$ cat config.mk
export PLATFORM = sky130hd
export DESIGN_NAME = tone_burst_gen
export DESIGN_NICKNAME = d
export VERILOG_FILES = /design/src/rtl/tbg_pkg.sv /design/src/rtl/tbg_dur_timer.sv /design/src/rtl/tbg_seq.sv /design/src/rtl/tbg_shadow.sv /design/src/rtl/tone_burst_gen.sv
export SDC_FILE = /design/constraint.sdc
export NUM_CORES = 1
export LEC_CHECK = 0
export ABC_AREA = 1
export CORE_MARGIN = 5
export CORE_UTILIZATION = 57
export DETAILED_ROUTE_END_ITERATION = 8
export HOLD_SLACK_MARGIN = 0.12
export MAX_ROUTING_LAYER = met4
export PLACE_DENSITY = 0.85
export SETUP_SLACK_MARGIN = 0.3
export SLEW_MARGIN = 20
export SYNTH_ARGS = -nofsm -noshare
export SYNTH_HDL_FRONTEND = slang
export SYNTH_SLANG_ARGS = --single-unit
$ cat constraint.sdc
create_clock -name clk_i -period 4.1 [get_ports clk_i]
set_input_delay 0.82 -clock clk_i [delete_from_list [all_inputs] [get_ports clk_i]]
set_output_delay 0.82 -clock clk_i [all_outputs]
set_load 0.005 [all_outputs]
$ cat src/rtl/tbg_pkg.sv
package tbg_pkg;

    typedef enum logic [1:0] {
        PH_HIGH = 2'd0,
        PH_LOW  = 2'd1,
        PH_GAP  = 2'd2
    } phase_e;

    // Only the high phase drives the selected pin.
    function automatic logic phase_drives(phase_e p);
        return p == PH_HIGH;
    endfunction

    // Width for an index ranging over n values, never below one bit.
    function automatic int idx_width(int n);
        return (n > 1) ? $clog2(n) : 1;
    endfunction

endpackage

$ cat src/rtl/tbg_dur_timer.sv
module tbg_dur_timer #(
    parameter int DUR_W   = 16,
    parameter int RST_VAL = 4
) (
    input  logic             clk_i,
    input  logic             rst_i,
    input  logic             tick_i,
    input  logic             load_i,
    input  logic [DUR_W-1:0] load_val_i,
    output logic             expire_o
);
    logic [DUR_W-1:0] remain_q;

    always_ff @(posedge clk_i) begin
        if (rst_i) begin
            remain_q <= DUR_W'(RST_VAL);
        end else if (load_i) begin
            remain_q <= load_val_i;
        end else if (tick_i && remain_q != '0) begin
            remain_q <= remain_q - 1'b1;
        end
    end

    assign expire_o = (remain_q == '0);
endmodule

$ cat src/rtl/tbg_seq.sv
module tbg_seq
    import tbg_pkg::*;
#(
    parameter int CHANNELS   = 2,
    parameter int CYCLES     = 3,
    parameter int HALF_TICKS = 5,
    parameter int GAP_TICKS  = 1600,
    parameter int DUR_W      = 16,
    localparam int CH_W      = idx_width(CHANNELS),
    localparam int CYC_W     = idx_width(CYCLES)
) (
    input  logic             clk_i,
    input  logic             rst_i,
    input  logic             tick_i,
    input  logic             expire_i,
    output logic             load_o,
    output logic [DUR_W-1:0] load_val_o,
    output phase_e           nxt_phase_o,
    output logic [CH_W-1:0]  nxt_ch_o
);
    localparam logic [DUR_W-1:0] HALF_LD = DUR_W'(HALF_TICKS - 1);
    localparam logic [DUR_W-1:0] GAP_LD  = DUR_W'(GAP_TICKS - 1);
    localparam logic [CYC_W-1:0] CYC_LAST = CYC_W'(CYCLES - 1);
    localparam logic [CH_W-1:0]  CH_LAST  = CH_W'(CHANNELS - 1);

    phase_e            phase_q, phase_d;
    logic [CYC_W-1:0]  cyc_q, cyc_d;
    logic [CH_W-1:0]   ch_q, ch_d;
    logic              step;

    assign step = tick_i && expire_i;

    always_comb begin
        phase_d    = phase_q;
        cyc_d      = cyc_q;
        ch_d       = ch_q;
        load_o     = 1'b0;
        load_val_o = HALF_LD;
        if (step) begin
            load_o = 1'b1;
            unique case (phase_q)
                PH_HIGH: begin
                    phase_d = PH_LOW;
                end
                PH_LOW: begin
                    if (cyc_q == CYC_LAST) begin
                        phase_d    = PH_GAP;
                        cyc_d      = '0;
                        load_val_o = GAP_LD;
                    end else begin
                        phase_d = PH_HIGH;
                        cyc_d   = cyc_q + 1'b1;
                    end
                end
                PH_GAP: begin
                    phase_d = PH_HIGH;
                    ch_d    = (ch_q == CH_LAST) ? '0 : ch_q + 1'b1;
                end
                default: begin
                    phase_d = PH_HIGH;
                end
            endcase
        end
    end

    always_ff @(posedge clk_i) begin
        if (rst_i) begin
            phase_q <= PH_HIGH;
            cyc_q   <= '0;
            ch_q    <= '0;
        end else begin
            phase_q <= phase_d;
            cyc_q   <= cyc_d;
            ch_q    <= ch_d;
        end
    end

    assign nxt_phase_o = phase_d;
    assign nxt_ch_o    = ch_d;
endmodule

$ cat src/rtl/tbg_shadow.sv
module tbg_shadow
    import tbg_pkg::*;
#(
    parameter int CHANNELS = 2,
    localparam int CH_W    = idx_width(CHANNELS)
) (
    input  logic                clk_i,
    input  logic                rst_i,
    input  logic                tick_i,
    input  phase_e              nxt_phase_i,
    input  logic [CH_W-1:0]     nxt_ch_i,
    output logic [CHANNELS-1:0] pins_o,
    output logic [CH_W-1:0]     chan_o
);
    logic [CHANNELS-1:0] pat_d, shadow_q, pins_q;
    logic [CH_W-1:0]     sh_ch_q, chan_q;

    for (genvar i = 0; i < CHANNELS; i++) begin : g_pat
        assign pat_d[i] = phase_drives(nxt_phase_i) && (nxt_ch_i == CH_W'(i));
    end

    always_ff @(posedge clk_i) begin
        if (rst_i) begin
            shadow_q <= CHANNELS'(1);
            sh_ch_q  <= '0;
            pins_q   <= '0;
            chan_q   <= '0;
        end else if (tick_i) begin
            pins_q   <= shadow_q;
            chan_q   <= sh_ch_q;
            shadow_q <= pat_d;
            sh_ch_q  <= nxt_ch_i;
        end
    end

    assign pins_o = pins_q;
    assign chan_o = chan_q;
endmodule

$ cat src/rtl/tone_burst_gen.sv
module tone_burst_gen
    import tbg_pkg::*;
#(
    parameter int CHANNELS   = 2,
    parameter int CYCLES     = 3,
    parameter int HALF_TICKS = 5,
    parameter int GAP_TICKS  = 1600,
    parameter int DUR_W      = 16,
    localparam int CH_W      = idx_width(CHANNELS)
) (
    input  logic                clk_i,
    input  logic                rst_i,
    input  logic                tick_i,
    output logic [CHANNELS-1:0] burst_o,
    output logic [CH_W-1:0]     chan_o
);
    logic             expire;
    logic             load;
    logic [DUR_W-1:0] load_val;
    phase_e           nxt_phase;
    logic [CH_W-1:0]  nxt_ch;

    tbg_dur_timer #(
        .DUR_W   (DUR_W),
        .RST_VAL (HALF_TICKS - 1)
    ) u_timer (
        .clk_i      (clk_i),
        .rst_i      (rst_i),
        .tick_i     (tick_i),
        .load_i     (load),
        .load_val_i (load_val),
        .expire_o   (expire)
    );

    tbg_seq #(
        .CHANNELS   (CHANNELS),
        .CYCLES     (CYCLES),
        .HALF_TICKS (HALF_TICKS),
        .GAP_TICKS  (GAP_TICKS),
        .DUR_W      (DUR_W)
    ) u_seq (
        .clk_i       (clk_i),
        .rst_i       (rst_i),
        .tick_i      (tick_i),
        .expire_i    (expire),
        .load_o      (load),
        .load_val_o  (load_val),
        .nxt_phase_o (nxt_phase),
        .nxt_ch_o    (nxt_ch)
    );

    tbg_shadow #(
        .CHANNELS (CHANNELS)
    ) u_shadow (
        .clk_i       (clk_i),
        .rst_i       (rst_i),
        .tick_i      (tick_i),
        .nxt_phase_i (nxt_phase),
        .nxt_ch_i    (nxt_ch),
        .pins_o      (burst_o),
        .chan_o      (chan_o)
    );
endmodule

==> results.py <==
metrics = {
    "cts": {
        "cts_resized": 0,
        "cts_buffers": 3,
        "tritoncts": "built",
        "clk_pin_slew_ns": 0.14,
        "ctsRootBufferMaster": "clkbuf_4",
        "clock_latency_ns": 0.32,
        "clock_path_buffers": 2,
        "ctsHtreeMaxLevel": 1,
        "post-cts-setup-buffers": 0,
        "clock-sinks": 27,
        "postCtsHoldBufs": 0,
    },
    "worst_setup_path": {
        "startpoint_type": "input pin",
        "critPathSlowestCell": "clkdlybuf4s50_1",
        "cp-startpoint": "tick_i",
        "end_kind": "flip-flop",
        "path_cells": "clkdlybuf4s50_1 -> buf_4 -> clkinv_1 -> nor3_1 -> nand3_1 -> o21ai_0 -> a21oi_1",
        "reg2reg_from": "u_timer.remain_q[0]",
        "rr_endpoint": "u_timer.remain_q[13]",
        "reg2regPathDepth": 11,
        "ff2ff_setup_slack_ns": 2.45,
        "cp.arrival_ns": 2.52,
        "critPathMaxFanout": 21,
        "cp_slowest_stage_delay_ns": 0.45,
        "crit_type": "input pin to flip-flop",
        "cp.required_ns": 4.33,
    },
    "synthesis": {
        "syn-instance-count": 204,
        "ys_ff_latch": 27,
        "syn_avg_cell_area_um2": 7.24,
        "synth_xor_area_share_pct": 2.37,
        "synthesis.area_um2": 1480,
        "synth_compound_area_share_pct": 14.4,
        "synthSimpleGateAreaFrac_pct": 35.7,
        "muxShareOfSynthArea_pct": 0,
        "synth_top_family_by_area": "simple AND/OR/NAND/NOR gates",
        "ys_seq_area_share_pct": 36.6,
        "yosysTopAreaCell": "dfxtp_1",
        "synth_cell_types": 33,
        "synthAdderAreaFrac_pct": 1.69,
        "synth_top_cell_area_share_pct": 36.6,
        "yosys-top-cells-area": "dfxtp_1 37%, nand2_1 8.1%, inv_1 7.1%",
        "synthesis.nets": 209,
        "synth_warnings": 0,
    },
    "global_routing": {
        "overflow": 0,
        "grt_max_degree": 22,
        "antenna_found_initial": 0,
        "grt_pass1_vias": 1185,
        "grt_pass1_wl_um": 5020,
        "grt_usage_pct": 18.1,
    },
    "power_and_ir_drop": {
        "ir_drop_v": 0.000245,
        "p_leak_nw": 0.718,
        "finalPower_w": 0.000495,
        "pwr_density_cell_nw_per_um2": 315,
    },
    "layout": {
        "syn_to_final_growth_pct": 6.44,
        "n_antenna_cell": 0,
        "final_common_cell": "nand2_1",
        "layout_common_cells": "32 x nand2_1, 28 x inv_1, 28 x nor2_1",
        "final_net_count": 217,
        "drive_gt1_share_pct": 14.2,
    },
    "run": {
        "max-cap-violations": 0,
    },
    "sta": {
        "finalHoldViolations": 0,
        "finalCritPeriodShare_pct": 55.9,
        "fin_setup_tns_ns": 0,
        "worst_slack_ns": 1.81,
        "drv_slew": 0,
        "setup_viol": 0,
        "relSlewSlack_pct": 69.7,
        "finClkSkew_ns": 0.00321,
        "max_freq_mhz": 437,
        "worst_slew_pin_slew_ns": 0.453,
        "period_needed_ns": 2.29,
        "rsz0062_at_grt": "no",
    },
    "detailed_routing": {
        "firstDrtPassIters": 4,
        "wire_per_inst_um": 11.1,
        "drc": 0,
        "vias": 1232,
        "antenna_left": 0,
        "drt-vias-per-instance": 5.11,
        "drtIter0Drc": 43,
        "wirelength_um": 2670,
    },
    "die": {
        "die_h_um": 60.9,
        "initial_core_util_pct": 59.6,
        "fp.dieW_um": 60.9,
        "ioPinCount": 6,
        "fp.coreArea_um2": 2480,
        "rows": 18,
        "die_area_um2": 3710,
    },
    "placement": {
        "place.gp.congestion": 0.857,
        "post-place-ws_ns": 1.48,
        "io_buffer_count": 5,
        "dp_hpwl_um": 2060,
    },
    "min_path": {
        "hp-class": "flip-flop to flip-flop",
        "hold_start": "u_shadow.shadow_q[1]",
        "hold_path_end": "u_shadow.pins_o[1]",
        "hold_depth": 2,
    },
    "outcome": {
        "outcome": "finished, final reports clean",
    },
}
-- Yosys cell counts, drive strengths merged --
cell type and number:
nand2 40, xnor2 1, clkinv 1, xor2 3, o211ai 1, nand3 10
nor2 38, nor3b 1, and3 1, ha 2, dlygate4sd1 1, or2 1
a21oi 19, nor3 4, nand4 4, a31oi 2, o21ai 17, inv 28
dfxtp 27, nand3b 1, buf 2
-- cell type report --
type | instances | area [um^2]
fill | 228 | 906
multi-input combinational | 145 | 800
sequential | 27 | 541
inverter | 29 | 109
timing repair buffer | 6 | 57.6
tap | 30 | 37.5
clock buffer | 3 | 22.5
clock inverter | 1 | 5.00
-- power by group --
group / switching [W] / internal (W)
clock network: 0.0000759 / 0.0000365
logic: 0.0000597 / 0.0000354
registers: 0.0000121 / 0.000275
total: 0.000148 / 0.000347
-- logic make-up after synthesis --
| family | after synthesis |
|---|---|
| AOI/OAI and AO/OA | 39 |
| xor gates and xnor gates | 4 |
| adders and majority gates | 2 |
| buffers and inverters | 32 |
| DFF | 27 |
| and+or+nand+nor | 100 |
-- through the flow --
step                      utilization, %  cell area [um^2]  cells  hold WS [ns]
after detailed placement            62.3              1540    237         0.449
after floorplan                        -              1480    204         0.430
after CTS                           63.4              1570    241         0.473
final                               63.4              1570    241         0.476
after global routing                63.4              1570    241         0.517
after global placement              62.3              1540    237         0.446
-- registers in the layout (all words and copies together) (netlist names) --
name               count
u_seq.ch_q             1
u_seq.cyc_q            2
u_seq.phase_q          2
u_shadow.chan_o        1
u_shadow.pins_o        2
u_shadow.sh_ch_q       1
u_shadow.shadow_q      2
u_timer.remain_q      16
-- critical path: cells and delay by family --
kind	cells	cell delay, ns
AOI/OAI and AO/OA	2	0.22
and+or+nand+nor	2	0.48
buffers and inverters	3	0.98
-- worst max path at each step --
| stage | end | slack (ns) | depth (start not counted) |
|---|---|---|---|
| floorplan | u_timer.remain_q[12] | 2.43 | 6 |
| global placement | u_timer.remain_q[13] | 1.54 | 7 |
| detailed placement | u_timer.remain_q[13] | 1.48 | 7 |
| CTS | u_timer.remain_q[13] | 1.84 | 7 |
| global route | u_timer.remain_q[13] | 1.60 | 7 |
| finish | u_timer.remain_q[13] | 1.81 | 7 |
-- routing by layer --
layer	global-route usage [%]	wire, um	up-vias
li1	-	-	674
met1	23.6	1350	541
met2	28.9	1250	13
met3	3.19	47	4
met4	4.64	27	0
met5	-	0	-
Note: power is estimated with default switching activity, not from simulation.
